[config.mk]
export PLATFORM = sky130hd
export DESIGN_NAME = tsx_exec_unit
export DESIGN_NICKNAME = d
export VERILOG_FILES = /design/src/rtl/tsx_pkg.sv /design/src/rtl/tsx_phase_seq.sv /design/src/rtl/tsx_decode.sv /design/src/rtl/tsx_addr_gen.sv /design/src/rtl/tsx_skip_ctl.sv /design/src/rtl/tsx_exec_unit.sv
export SDC_FILE = /design/constraint.sdc
export NUM_CORES = 1
export LEC_CHECK = 0
export BUFFER_PORTS_ARGS = -buffer_cell sky130_fd_sc_hd__buf_4
export CAP_MARGIN = 20
export CORE_MARGIN = 2
export CORE_UTILIZATION = 35
export CTS_CLUSTER_DIAMETER = 120
export DETAILED_ROUTE_END_ITERATION = 10
export GPL_TIMING_DRIVEN = 0
export PLACE_DENSITY = 0.71
export SLEW_MARGIN = 25
export SYNTH_ARGS = -nofsm -noshare
export SYNTH_HDL_FRONTEND = slang
export SYNTH_SLANG_ARGS = --single-unit
[constraint.sdc]
create_clock -name clk -period 3.15 [get_ports clk]
set_input_delay 0.4725 -clock clk [delete_from_list [all_inputs] [get_ports clk]]
set_output_delay 0.4725 -clock clk [all_outputs]
set_load 0.05 [all_outputs]
[src/rtl/tsx_pkg.sv]
`timescale 1ns/1ps
package tsx_pkg;
  localparam int unsigned WORD_W = 16;
  localparam int unsigned DATA_W = 8;

  typedef enum logic [1:0] {
    PH_DEC  = 2'd0,
    PH_RD   = 2'd1,
    PH_PROC = 2'd2,
    PH_WR   = 2'd3
  } phase_e;

  typedef enum logic [1:0] {
    OP_NOP  = 2'd0,
    OP_XORL = 2'd1,
    OP_TSTZ = 2'd2
  } op_e;

  typedef struct packed {
    op_e               op;
    logic              acc_sel;
    logic [DATA_W-1:0] lit;
  } ir_t;

  localparam logic [7:0] XORL_PFX = 8'h0A;
  localparam logic [6:0] TSTZ_PFX = 7'b0110011;

  function automatic op_e decode_op(input logic [WORD_W-1:0] w);
    if (w[15:8] == XORL_PFX) begin
      return OP_XORL;
    end else if (w[15:9] == TSTZ_PFX) begin
      return OP_TSTZ;
    end
    return OP_NOP;
  endfunction
endpackage

[src/rtl/tsx_phase_seq.sv]
`timescale 1ns/1ps
module tsx_phase_seq
  import tsx_pkg::*;
(
  input  logic   clk,
  input  logic   rst_ni,
  output phase_e phase_o
);
  phase_e phase_q, phase_d;

  always_comb begin
    phase_d = phase_e'(phase_q + 2'd1);
  end

  always_ff @(posedge clk or negedge rst_ni) begin
    if (!rst_ni) phase_q <= PH_DEC;
    else         phase_q <= phase_d;
  end

  assign phase_o = phase_q;

  // one phase step per clock once running
  p_phase_step_r1: assert property (@(posedge clk) disable iff (!rst_ni)
    $past(rst_ni) |-> (phase_q == phase_e'($past(phase_q) + 2'd1)));
endmodule

[src/rtl/tsx_decode.sv]
`timescale 1ns/1ps
module tsx_decode
  import tsx_pkg::*;
(
  input  logic              clk,
  input  logic              rst_ni,
  input  phase_e            phase_i,
  input  logic [WORD_W-1:0] instr_i,
  input  logic              squash_i,
  output ir_t               ir_o
);
  ir_t  ir_q, ir_d;
  logic ld_en;

  always_comb begin
    ld_en      = (phase_i == PH_DEC);
    ir_d.op    = squash_i ? OP_NOP : decode_op(instr_i);
    ir_d.acc_sel = instr_i[8];
    ir_d.lit   = instr_i[DATA_W-1:0];
  end

  always_ff @(posedge clk or negedge rst_ni) begin
    if (!rst_ni)    ir_q <= '0;
    else if (ld_en) ir_q <= ir_d;
  end

  assign ir_o = ir_q;

  // a word taken during a cancelled cycle holds no operation
  p_squash_nop_r12: assert property (@(posedge clk) disable iff (!rst_ni)
    (phase_i == PH_RD && $past(squash_i)) |-> (ir_q.op == OP_NOP));
endmodule

[src/rtl/tsx_addr_gen.sv]
`timescale 1ns/1ps
module tsx_addr_gen #(
  parameter int unsigned BANK_W      = 4,
  parameter int unsigned OFS_W       = 8,
  parameter logic [OFS_W-1:0] ACC_SPLIT = 8'h60,
  parameter bit          HAS_INDEXED = 1'b1,
  localparam int unsigned ADDR_W     = BANK_W + OFS_W
) (
  input  logic [OFS_W-1:0]  ofs_i,
  input  logic              acc_sel_i,
  input  logic [BANK_W-1:0] bank_i,
  input  logic              idx_en_i,
  input  logic [ADDR_W-1:0] idx_base_i,
  output logic [ADDR_W-1:0] ea_o
);
  logic [ADDR_W-1:0] direct_ea;

  always_comb begin
    if (acc_sel_i) begin
      direct_ea = {bank_i, ofs_i};
    end else if (ofs_i < ACC_SPLIT) begin
      direct_ea = {{BANK_W{1'b0}}, ofs_i};
    end else begin
      direct_ea = {{BANK_W{1'b1}}, ofs_i};
    end
  end

  generate
    if (HAS_INDEXED) begin : g_idx
      logic use_idx;
      always_comb begin
        use_idx = idx_en_i && !acc_sel_i && (ofs_i < ACC_SPLIT);
        ea_o    = use_idx ? (idx_base_i + {{BANK_W{1'b0}}, ofs_i}) : direct_ea;
      end
    end else begin : g_noidx
      always_comb begin
        ea_o = direct_ea;
      end
    end
  endgenerate
endmodule

[src/rtl/tsx_skip_ctl.sv]
`timescale 1ns/1ps
module tsx_skip_ctl
  import tsx_pkg::*;
#(
  parameter int unsigned MAX_SKIP = 2,
  localparam int unsigned CNT_W   = $clog2(MAX_SKIP + 1)
) (
  input  logic   clk,
  input  logic   rst_ni,
  input  phase_e phase_i,
  input  logic   is_test_i,
  input  logic   opnd_zero_i,
  input  logic   two_word_i,
  output logic   discard_o
);
  logic             zero_q, zero_d;
  logic [CNT_W-1:0] cnt_q, cnt_d;

  always_comb begin
    zero_d = zero_q;
    if (phase_i == PH_PROC) zero_d = is_test_i && opnd_zero_i;
  end

  always_comb begin
    cnt_d = cnt_q;
    if (phase_i == PH_WR) begin
      if (cnt_q != '0) begin
        cnt_d = cnt_q - 1'b1;
      end else if (is_test_i && zero_q) begin
        cnt_d = two_word_i ? CNT_W'(MAX_SKIP) : CNT_W'(1);
      end
    end
  end

  always_ff @(posedge clk or negedge rst_ni) begin
    if (!rst_ni) begin
      zero_q <= 1'b0;
      cnt_q  <= '0;
    end else begin
      zero_q <= zero_d;
      cnt_q  <= cnt_d;
    end
  end

  assign discard_o = (cnt_q != '0);

  // the cancel window opens and closes only at cycle boundaries
  p_disc_edge_r9: assert property (@(posedge clk) disable iff (!rst_ni)
    (phase_i != PH_DEC) |-> $stable(discard_o));
  // a window opens only after a zero-valued test
  p_skip_cause_r11: assert property (@(posedge clk) disable iff (!rst_ni)
    $rose(discard_o) |-> $past(is_test_i && zero_q));
  // a skip covers at most two words
  p_cnt_bound_r10: assert property (@(posedge clk) disable iff (!rst_ni)
    cnt_q <= CNT_W'(MAX_SKIP));
  // a two-word flag at the start of a skip gives the long window
  p_two_word_r10: assert property (@(posedge clk) disable iff (!rst_ni)
    ($rose(discard_o) && $past(two_word_i)) |-> (cnt_q == CNT_W'(MAX_SKIP)));
endmodule

[src/rtl/tsx_exec_unit.sv]
`timescale 1ns/1ps
module tsx_exec_unit
  import tsx_pkg::*;
#(
  parameter int unsigned BANK_W      = 4,
  parameter bit          HAS_INDEXED = 1'b1,
  localparam int unsigned ADDR_W     = BANK_W + DATA_W
) (
  input  logic              clk,
  input  logic              rst_n,
  input  logic [WORD_W-1:0] instr_word,
  input  logic              fetch_dw,
  input  logic [BANK_W-1:0] bsr,
  input  logic              ext_en,
  input  logic [ADDR_W-1:0] idx_ptr,
  input  logic [DATA_W-1:0] dmem_rdata,
  output logic              dmem_rd,
  output logic [ADDR_W-1:0] dmem_addr,
  output logic [DATA_W-1:0] w_out,
  output logic              flag_n,
  output logic              flag_z,
  output logic              discard,
  output logic [1:0]        phase
);
  // reset: asserted asynchronously, released on a clock edge
  logic [1:0] rst_sync_q;
  logic       rst_core_n;

  always_ff @(posedge clk or negedge rst_n) begin
    if (!rst_n) rst_sync_q <= 2'b00;
    else        rst_sync_q <= {rst_sync_q[0], 1'b1};
  end
  assign rst_core_n = rst_sync_q[1];

  phase_e            ph;
  ir_t               ir;
  logic [ADDR_W-1:0] ea;
  logic              skip_now;

  tsx_phase_seq u_phase (
    .clk     (clk),
    .rst_ni  (rst_core_n),
    .phase_o (ph)
  );

  tsx_decode u_dec (
    .clk      (clk),
    .rst_ni   (rst_core_n),
    .phase_i  (ph),
    .instr_i  (instr_word),
    .squash_i (skip_now),
    .ir_o     (ir)
  );

  tsx_addr_gen #(
    .BANK_W      (BANK_W),
    .OFS_W       (DATA_W),
    .ACC_SPLIT   (8'h60),
    .HAS_INDEXED (HAS_INDEXED)
  ) u_agen (
    .ofs_i      (ir.lit),
    .acc_sel_i  (ir.acc_sel),
    .bank_i     (bsr),
    .idx_en_i   (ext_en),
    .idx_base_i (idx_ptr),
    .ea_o       (ea)
  );

  tsx_skip_ctl #(.MAX_SKIP(2)) u_skip (
    .clk         (clk),
    .rst_ni      (rst_core_n),
    .phase_i     (ph),
    .is_test_i   (ir.op == OP_TSTZ),
    .opnd_zero_i (dmem_rdata == '0),
    .two_word_i  (fetch_dw),
    .discard_o   (skip_now)
  );

  // datapath: result formed in process phase, committed in write phase
  logic [DATA_W-1:0] res_q, res_d, w_q, w_d;
  logic              n_q, n_d, z_q, z_d;

  always_comb begin
    res_d = res_q;
    if (ph == PH_PROC) res_d = w_q ^ ir.lit;
  end

  always_comb begin
    w_d = w_q;
    n_d = n_q;
    z_d = z_q;
    if (ph == PH_WR && ir.op == OP_XORL) begin
      w_d = res_q;
      n_d = res_q[DATA_W-1];
      z_d = (res_q == '0);
    end
  end

  always_ff @(posedge clk or negedge rst_core_n) begin
    if (!rst_core_n) begin
      res_q <= '0;
      w_q   <= '0;
      n_q   <= 1'b0;
      z_q   <= 1'b0;
    end else begin
      res_q <= res_d;
      w_q   <= w_d;
      n_q   <= n_d;
      z_q   <= z_d;
    end
  end

  assign dmem_rd   = (ph == PH_RD) && (ir.op == OP_TSTZ);
  assign dmem_addr = ea;
  assign w_out     = w_q;
  assign flag_n    = n_q;
  assign flag_z    = z_q;
  assign discard   = skip_now;
  assign phase     = ph;

  // W moves only across a cycle boundary
  p_w_hold_r3: assert property (@(posedge clk) disable iff (!rst_core_n)
    (ph != PH_DEC) |-> $stable(w_q));
  // flags agree with any freshly written W
  p_flags_follow_r4: assert property (@(posedge clk) disable iff (!rst_core_n)
    !$stable(w_q) |-> ((z_q == (w_q == '0)) && (n_q == w_q[DATA_W-1])));
  // a zero test leaves W and flags untouched
  p_test_keeps_state_r5: assert property (@(posedge clk) disable iff (!rst_core_n)
    (ph == PH_DEC && $past(ir.op) == OP_TSTZ) |-> $stable({w_q, n_q, z_q}));
  // no read while the cycle is cancelled
  p_no_read_in_skip_r12: assert property (@(posedge clk) disable iff (!rst_core_n)
    skip_now |-> !dmem_rd);
endmodule

==> results.json <==
{
  "post_synth_instance_area_mm2": 0.00207,
  "ctsHtreeMaxLevel": 2,
  "yosys_warnings": 0,
  "antenna_fix_cells": 0,
  "worstReg2RegEnd": "u_dec.ir_o[5]",
  "total_leakage_power_nw": 1.33,
  "post-route-min-period_ns": 3.01,
  "tritoncts": "done",
  "track_usage_pct": 15.8,
  "timing_worst_slew_pin_value_ns": 0.707,
  "status": "completed",
  "synth_seq_area_share_pct": 42.2,
  "placer_s_final_routability_congestion_estimate": 0.797,
  "maxClockFrequency_mhz": 332,
  "pin_count_of_the_biggest_net_entering_global_routing": 34,
  "ant_nets": 0,
  "row_cnt": 28,
  "worstReg2RegStart": "u_phase.phase_o[0]",
  "startpoint_type": "flip-flop",
  "yosys.cell_types.count": 46,
  "ff2ff_setup_slack_ns": 1.38,
  "place_worst_setup_slack_ns": 0.218,
  "clkLatencyLatePin_ns": 0.29,
  "die_height_um": 81.0,
  "post-layout-total-power_mw": 1.16,
  "finalClockSkew_ns": 0.00526,
  "clock_tree.buffer_depth": 2,
  "crit_path_end_kind": "output port",
  "report.final.slew_viol_count": 0,
  "buffer_ports.inserted": 69,
  "grt_first_pass_wirelength_um": 7890,
  "worst_hold_path_type": "reg2async",
  "clock-root-buffer": "clkbuf_8",
  "fp.dieArea_mm2": 0.00656,
  "final_min_period_over_clock_period_pct": 95.6,
  "worst-endpoint-required_ns": 2.68,
  "detailedRoute.firstPassIterationCount": 4,
  "setup_viol_count_final": 0,
  "power.ir.vdd_worst_v": 0.000335,
  "post_route_cells_drive_above_1_share_pct": 36.3,
  "layout.nets": 345,
  "design.core.area_mm2": 0.00582,
  "route.detailed.drc": 0,
  "critical_path.max_fanout": 4,
  "ys_seq_elements": 35,
  "worst_setup_hold_path_clk_slew_ns": 0.07,
  "cts_num_sinks": 35,
  "starting_density_of_the_core_pct": 35.7,
  "remaining_global_route_overflow": 0,
  "routed_wire_length_per_instance_um": 13.7,
  "syn-mean-instance-area_um2": 9.88,
  "timing.critical_path.arrival_ns": 2.54,
  "unrepaired_setup_endpoints_after_global_routing": "no",
  "worst-setup-path-type": "reg2out",
  "setup_total_negative_slack_ns": 0,
  "postLayoutSetupSlackWorst_ns": 0.139,
  "initial_antenna_violation_count": 0,
  "power_density_mw_per_mm2": 410,
  "detail_route.wirelength_um": 4980,
  "tritoncts_buffers": 5,
  "vias": 1842,
  "fin_util_pct": 48.8,
  "route.detailed.vias_per_inst": 5.06,
  "die_x_um": 81.0,
  "syn_to_final_growth_pct": 36.7,
  "synth_cells": 210,
  "initialDrtViolationCount": 83,
  "cell_depth_of_the_worst_flop_to_flop_path": 4,
  "timing.slew.headroom_pct": 52.9,
  "number_of_max_capacitance_violations_reported": 0,
  "first_global_vias": 1688,
  "pin_count": 70,
  "mappedNetlistNets": 267,
  "detail_placement_hpwl_um": 3870,
  "hold_violations": 0
}
stage by stage:
step / instances / area [um^2] / hold slack, ns
after floorplan: 210 / 2080 / 0.177
after global placement: 354 / 2690 / 0.256
after detailed placement: 354 / 2690 / 0.257
after CTS: 363 / 2820 / 0.356
after global routing: 364 / 2840 / 0.360
final: 364 / 2840 / 0.322
cells by family (layout without fill, tap and decap cells):
family	after synthesis	after routing	synth area share, %
adders and majority gates	13	13	8.20
and+or+nand+nor	63	63	15.5
xor gates and xnor gates	14	14	5.91
muxes	17	17	9.17
AOI/OAI and AO/OA	49	49	15.3
other	1	1	0.181
buffers and inverters	18	97	3.56
DFF	35	35	42.2
power by group:
group	internal [mW]	leakage (nW)	total (mW)	switching [mW]
Combinational	0.114	0.829	0.249	0.135
Sequential	0.466	0.443	0.492	0.0267
Clock	0.256	0.0612	0.421	0.165
how the worst max path moves through the flow:
stage                              from            end
final                     u_dec.ir_o[0]  dmem_addr[10]
after floorplan              idx_ptr[0]   dmem_addr[8]
after global placement       idx_ptr[0]  dmem_addr[10]
after detailed placement     idx_ptr[0]  dmem_addr[10]
after global routing      u_dec.ir_o[0]  dmem_addr[10]
after CTS                 u_dec.ir_o[0]  dmem_addr[10]
registers in the layout (all words and copies together), names as in the netlist:
signal	cells
u_skip.cnt_q	2
u_skip.zero_q	1
rst_sync_q	2
u_phase.phase_o	2
u_dec.ir_o	11
w_out	8
flag_z	1
res_q	8
what timing repair did:
| item | CTS | global route |
|---|---|---|
| gates resized for setup | 1 | 3 |
| endpoints found under the setup margin | 1 | 1 |
| pin swaps | 0 | 1 |
| buffers inserted | 0 | 1 |
| endpoints found under the hold margin | 2 | 0 |
| hold buffers | 1 | 0 |
synth_stat cells (all sizes together):
master | n | area share (%)
o31ai | 1 | 0.36
and2 | 2 | 0.60
nand3 | 7 | 1.7
o21ai | 15 | 3.6
o21a | 3 | 1.1
ha | 12 | 7.2
a31oi | 1 | 0.30
nand4b | 1 | 0.42
nor3 | 2 | 0.48
nand4 | 3 | 0.90
nor2 | 16 | 2.9
nand2b | 1 | 0.30
o31a | 1 | 0.42
a21oi | 12 | 2.9
clkbuf | 4 | 0.78
o32ai | 1 | 0.42
nor4b | 1 | 0.42
or4b | 1 | 0.48
a211oi | 3 | 1.9
o211ai | 3 | 1.1
a22oi | 1 | 0.36
buf | 3 | 0.78
nand2 | 16 | 3.3
nor2b | 6 | 1.8
xor2 | 3 | 1.3
a21o | 3 | 1.1
o221ai | 1 | 0.42
conb | 1 | 0.18
mux2i | 1 | 0.48
dfrtp | 35 | 42
nor4 | 4 | 1.2
or2 | 1 | 0.30
mux2 | 16 | 8.7
xnor2 | 11 | 4.6
inv | 11 | 2.0
fa | 1 | 0.97
or4 | 2 | 0.72
o22ai | 3 | 0.90
a21boi | 1 | 0.36
per-layer routing:
| layer | up-vias | routed length, um | share of wire, % | track usage, % |
|---|---|---|---|---|
| li1 | 903 | - | - | - |
| met1 | 863 | 2170 | 43 | 21.0 |
| met2 | 68 | 2310 | 46 | 24.0 |
| met3 | 8 | 417 | 8.4 | 5.11 |
| met4 | 0 | 91 | 1.8 | 6.10 |
| met5 | - | 0 | 0 | 0 |
layout make-up:
cell class / instances / area [um^2]
Fill cell: 563 / 2980
Tap cell: 75 / 93.8
Buffer: 7 / 32.5
Inverter: 11 / 41.3
Timing Repair Buffer: 71 / 539
Clock inverter: 2 / 35.0
Sequential cell: 35 / 878
Multi-Input combinational cell: 157 / 1130
Clock buffer: 6 / 82.6
worst max-delay path: stages, from the launching register on:
cell	delay (ns)
dfrtp_2	0.41
ha_1	0.19
inv_1	0.06
fa_1	0.41
nor2b_2	0.15
o31a_1	0.21
o21ai_1	0.13
or4_1	0.42
nand3_1	0.10
buf_6	0.16
cell usage in the layout, fill, tap and decap left out, types with 3 or more instances in the layout:
| master | n |
|---|---|
| xor2_1 | 3 |
| nand2_1 | 15 |
| o21ai_0 | 14 |
| nor2b_1 | 5 |
| nand3_1 | 7 |
| clkbuf_8 | 6 |
| mux2_2 | 16 |
| xnor2_1 | 11 |
| clkbuf_1 | 3 |
| o21a_1 | 3 |
| nor4_1 | 4 |
| ha_1 | 12 |
| o22ai_1 | 3 |
| inv_1 | 11 |
| a21o_1 | 3 |
| buf_4 | 70 |
| nand4_1 | 3 |
| dfrtp_1 | 33 |
| nor2_1 | 16 |
| a21oi_1 | 12 |
| o211ai_1 | 3 |
(Power assumes the default switching activity.)
